===== config.mk =====
export PLATFORM = sky130hd
export DESIGN_NAME = code_formatter
export DESIGN_NICKNAME = d
export VERILOG_FILES = /design/src/rtl/code_fmt_pkg.sv /design/src/rtl/code_range_map.sv /design/src/rtl/code_saturate.sv /design/src/rtl/code_formatter.sv
export SDC_FILE = /design/constraint.sdc
export NUM_CORES = 1
export LEC_CHECK = 0
export ABC_CLOCK_PERIOD_IN_PS = 2000
export BUFFER_PORTS_ARGS = -buffer_cell sky130_fd_sc_hd__buf_4
export CAP_MARGIN = 20
export CORE_ASPECT_RATIO = 1.75
export CORE_UTILIZATION = 40
export DETAILED_ROUTE_END_ITERATION = 8
export PLACE_DENSITY = 0.68
export SYNTH_ARGS = -nofsm -noshare
export SYNTH_HDL_FRONTEND = slang
export SYNTH_SLANG_ARGS = --single-unit
export TNS_END_PERCENT = 100

===== constraint.sdc =====
create_clock -name clk -period 2 [get_ports clk]
set_input_delay 0.2 -clock clk [delete_from_list [all_inputs] [get_ports clk]]
set_output_delay 0.2 -clock clk [all_outputs]
set_load 0.05 [all_outputs]

===== src/rtl/code_fmt_pkg.sv =====
// Shared types for the code formatter.
// Assumes: nothing beyond the standard language.
package code_fmt_pkg;
    typedef enum logic {
        MODE_BIPOLAR  = 1'b0,
        MODE_UNIPOLAR = 1'b1
    } code_mode_e;

    typedef struct packed {
        logic above;   // result above the nominal span
        logic below;   // result below the nominal span
        logic neg;     // result negative
    } range_flags_t;
endpackage


===== src/rtl/code_range_map.sv =====
// Maps a signed result onto the extended code axis of the selected mode and
// classifies it against the nominal span.
// Assumes: IN_W > OUT_W + 1, so that the extended code plus one guard bit fits.
module code_range_map
    import code_fmt_pkg::*;
#(
    parameter int IN_W  = 18,
    parameter int OUT_W = 16
) (
    input  logic [IN_W-1:0]  res,
    input  code_mode_e       mode,
    output logic [OUT_W-1:0] low_code,
    output range_flags_t     flags
);
    localparam int EXT_W = IN_W + 1;
    localparam int MID_I = 2 ** (OUT_W - 1);
    localparam int TOP_I = 2 ** OUT_W - 1;
    localparam logic signed [EXT_W-1:0] MID = EXT_W'(MID_I);
    localparam logic signed [EXT_W-1:0] TOP = EXT_W'(TOP_I);

    logic signed [EXT_W-1:0] x_ext;
    logic signed [EXT_W-1:0] half_ext;
    logic signed [EXT_W-1:0] ext;

    // Sign-extend, then halve for the bipolar code axis.
    always_comb begin
        x_ext    = {res[IN_W-1], res};
        half_ext = x_ext >>> 1;
        ext      = (mode == MODE_UNIPOLAR) ? x_ext : (half_ext + MID);
    end

    // Compare with the nominal span and keep the low code bits.
    always_comb begin
        flags.above = (ext > TOP);
        flags.below = ext[EXT_W-1];
        flags.neg   = res[IN_W-1];
        low_code    = ext[OUT_W-1:0];
    end
endmodule


===== src/rtl/code_saturate.sv =====
// Chooses between the wrapped code and a saturated rail value.
// Assumes: above and below are never both set.
module code_saturate
    import code_fmt_pkg::*;
#(
    parameter int OUT_W = 16
) (
    input  logic [OUT_W-1:0] low_code,
    input  range_flags_t     flags,
    input  logic             sat_en,
    output logic [OUT_W-1:0] word,
    output logic             ovr
);
    // Pin the word to a rail when saturation is enabled and out of range.
    always_comb begin
        ovr = flags.above | flags.below;
        if (sat_en && flags.above)
            word = '1;
        else if (sat_en && flags.below)
            word = '0;
        else
            word = low_code;
    end
endmodule


===== src/rtl/code_formatter.sv =====
// Top of the formatter: maps, optionally saturates and registers a result.
// Assumes: in_result is valid only while in_vld is high.
module code_formatter
    import code_fmt_pkg::*;
#(
    parameter int IN_W  = 18,
    parameter int OUT_W = 16
) (
    input  logic             clk,
    input  logic             rst_n,
    input  logic             in_vld,
    input  logic [IN_W-1:0]  in_result,
    input  logic             in_uni,
    input  logic             in_clamp,
    output logic [OUT_W-1:0] out_word,
    output logic             out_sign,
    output logic             out_ovr,
    output logic             out_rdy
);
    logic [OUT_W-1:0] low_code;
    logic [OUT_W-1:0] next_word;
    logic             next_ovr;
    range_flags_t     flags;
    code_mode_e       mode;

    assign mode = code_mode_e'(in_uni);

    code_range_map #(.IN_W(IN_W), .OUT_W(OUT_W)) u_map (
        .res      (in_result),
        .mode     (mode),
        .low_code (low_code),
        .flags    (flags)
    );

    code_saturate #(.OUT_W(OUT_W)) u_sat (
        .low_code (low_code),
        .flags    (flags),
        .sat_en   (in_clamp),
        .word     (next_word),
        .ovr      (next_ovr)
    );

    // Capture the formatted result on each valid strobe.
    always_ff @(posedge clk) begin
        if (!rst_n) begin
            out_word <= '0;
            out_sign <= 1'b0;
            out_ovr  <= 1'b0;
        end else if (in_vld) begin
            out_word <= next_word;
            out_sign <= flags.neg;
            out_ovr  <= next_ovr;
        end
    end

    // Ready pulse one cycle after the strobe.
    always_ff @(posedge clk) begin
        if (!rst_n) out_rdy <= 1'b0;
        else        out_rdy <= in_vld;
    end
endmodule


==> results.md <==
* Max-slew headroom at 0.649
* Initial core utilization at 0.438
* Crit start category: input pin
* Setup violators final at 0
* Worst-path fanout max at 16
* Switching share of power at 0.352
* Crit path arrival time at 1.67 ns
* Share of layout cells above drive strength 1 at 0.389
* Syn Nets at 132
* Filler Cell Count at 208
* Pin count of the biggest net entering global routing at 22
* Num CTS Buffers at 3
* Rows at 22
* Peak supply drop at 0.437 mV
* GRT Total Usage at 0.203
* Synthesized area per cell at 8.71 um^2
* First-pass GRT wire length at 3840 um
* Ant. Diodes at 0
* GP Congestion at 0.733
* Fmax at 0.688 GHz
* IO Count at 42
* Clock power share at 0.210
* WL final at 2340 um
* Hold buffers post-CTS at 0
* Max_cap viols at 0
* DP HPWL at 1590 um
* Fin Clk Skew at 0 ns
* Area growth from synthesis to layout at 33.9%
* Drt first pass iters at 4
* Max Transition Viols Final at 0
* Gate power share at 0.326
* Initial antenna violation count at 0
* Drt via density at 5.69
* Kind of critical path: input pin to flop
* Synth Instances at 108
* Worst slew pin tran at 0.526 ns
* Status: completed
* Cells resized by post-CTS repair at 0
* Die W at 38.7 um
* Min cycle time layout at 1.45 ns
* H-tree Lvls at 1
* Critical Path RT at 2.22 ns
* DRT iter0 DRCs at 18
* Unique masters post-synth at 23
* HP Class: input pin to flop
* Design area at 1260 um^2
* Sequential area share after synthesis at 0.404
* PwrDens at 721 nW/um^2
* Post-DRT Antenna Nets at 0
* Clock Sink Count at 19
* Post-DP Area at 1230 um^2
* Period utilization at 0.726
* Most common cell after layout, fill and taps aside: buf_4
* Clock Pin Slew Worst Setup and Hold Paths at 0.11 ns
* Commonest cells after routing, fill and taps aside: 42 x buf_4, 30 x nand3_1, 19 x dfxtp_1
* Port bufs at 41
* Nets at 169
* DR WL/cell at 13.9 um
* Congestion Overflow GR at 0
* Mapped Area at 941 um^2
* Setup TNS at 0 ns
* RSZ-0062 raised after global routing: false
* CORE AREA at 2150 um^2
* Die ar. at 2560 um^2
* Fin. Hold Viols at 0
* Synthesis-stage register bit count at 19
* Clk_lat worst skew at 0.29 ns
* NetSw at 320 uW
* Root buf cell: clkbuf_4
* Synth warn at 0
* Clk buf depth at 2
* CTS tree: yes
* Die Y at 66.2 um
* Detailed-route via count at 956
* Vias in the first global route at 896
* Leak Pwr at 0.526 nW
* Setup Buffers After CTS at 0
* Sequential Power Share at 0.464
* Int Power at 589 uW
* DRC Markers at 0
* Crit end category: flop
## synth_stat cells, drive strengths merged
cell type,count,area (um^2)
a31oi,15,150
nand3,30,150
nand2,2,7.51
nor2,1,3.75
a32oi,1,8.76
clkbuf,8,30.0
nand4b,1,8.76
buf,2,22.5
a21boi,1,7.51
dfxtp,19,380
mux2i,1,10.0
a21oi,1,8.76
o311ai,1,8.76
nor2b,1,6.26
nand2b,1,6.26
inv,2,7.51
and2,1,6.26
and3,1,6.26
ha,1,12.5
or4b,1,10.0
or3b,1,8.76
o21ai,16,80.1
## critical path, stage by stage
cell and delay, ns:
buf_4 0.10, inv_1 0.04, ha_1 0.29, or4b_1 0.51, and3_1 0.19, buf_4 0.20, a31oi_2 0.14
## stage by stage
step                      cells  hold WS (ns)   util  power, mW  setup WS [ns]
after global routing        168         0.191  0.587      0.957          0.477
after floorplan             108         0.338      -      0.627          0.374
final                       168         0.202  0.587      0.909          0.547
after detailed placement    164         0.487  0.575      0.728          0.238
after CTS                   168         0.190  0.587      0.919          0.555
after global placement      164         0.466  0.575      0.725          0.288
## metal layers
layer	vias to the layer above	track usage	share of wire
met5	-	0	0
met4	0	0.0905	0.0094
met3	2	0.0303	0.061
met2	32	0.348	0.53
met1	445	0.234	0.40
li1	477	-	-
## power by group through the flow
stage	combinational [mW]	clock [mW]	sequential (mW)
after detailed placement	0.297	0	0.431
after global placement	0.295	0	0.429
after global routing	0.317	0.215	0.425
final	0.297	0.190	0.422
after floorplan	0.0956	0	0.532
after CTS	0.298	0.200	0.422
## area by class of cell
| class | instances | area (um^2) | area share |
|---|---|---|---|
| Clock buffer | 4 | 26.3 | 0.0209 |
| Inverter | 2 | 7.51 | 0.00596 |
| Multi-Input combinational cell | 77 | 500 | 0.397 |
| Sequential cell | 19 | 380 | 0.302 |
| Tap cell | 24 | 30.0 | 0.0238 |
| Timing Repair Buffer | 42 | 315 | 0.250 |
## state kept, by name, indices dropped and copies added, names as in the netlist
name,cells
out_word,16
out_sign,1
out_ovr,1
out_rdy,1
## cells by family (layout without fill, tap and decap cells)
logic type               after synthesis  count (layout)  synth area share
AND/OR/NAND/NOR                       40              40             0.227
AO/OA/AOI/OAI                         35              35             0.281
multiplexers                           1               1            0.0106
flip-flops                            19              19             0.404
adder cells (fa/ha/maj)                1               1            0.0133
buffers and inverters                 12              48            0.0638
## path summary, 6_finish.rpt
path	slack (ns)	depth (start not counted)	startpoint	to
min	0.20	3	in_result[8]	out_word[8]$_SDFFE_PN0P_
max	0.55	7	in_result[16]	out_word[2]$_SDFFE_PN0P_
max reg2reg	1.31	2	out_word[11]$_SDFFE_PN0P_	out_word[11]$_SDFFE_PN0P_
min reg2reg	0.49	2	out_ovr$_SDFFE_PN0P_	out_ovr$_SDFFE_PN0P_
No activity file was read; power rests on OpenSTA's default activity.
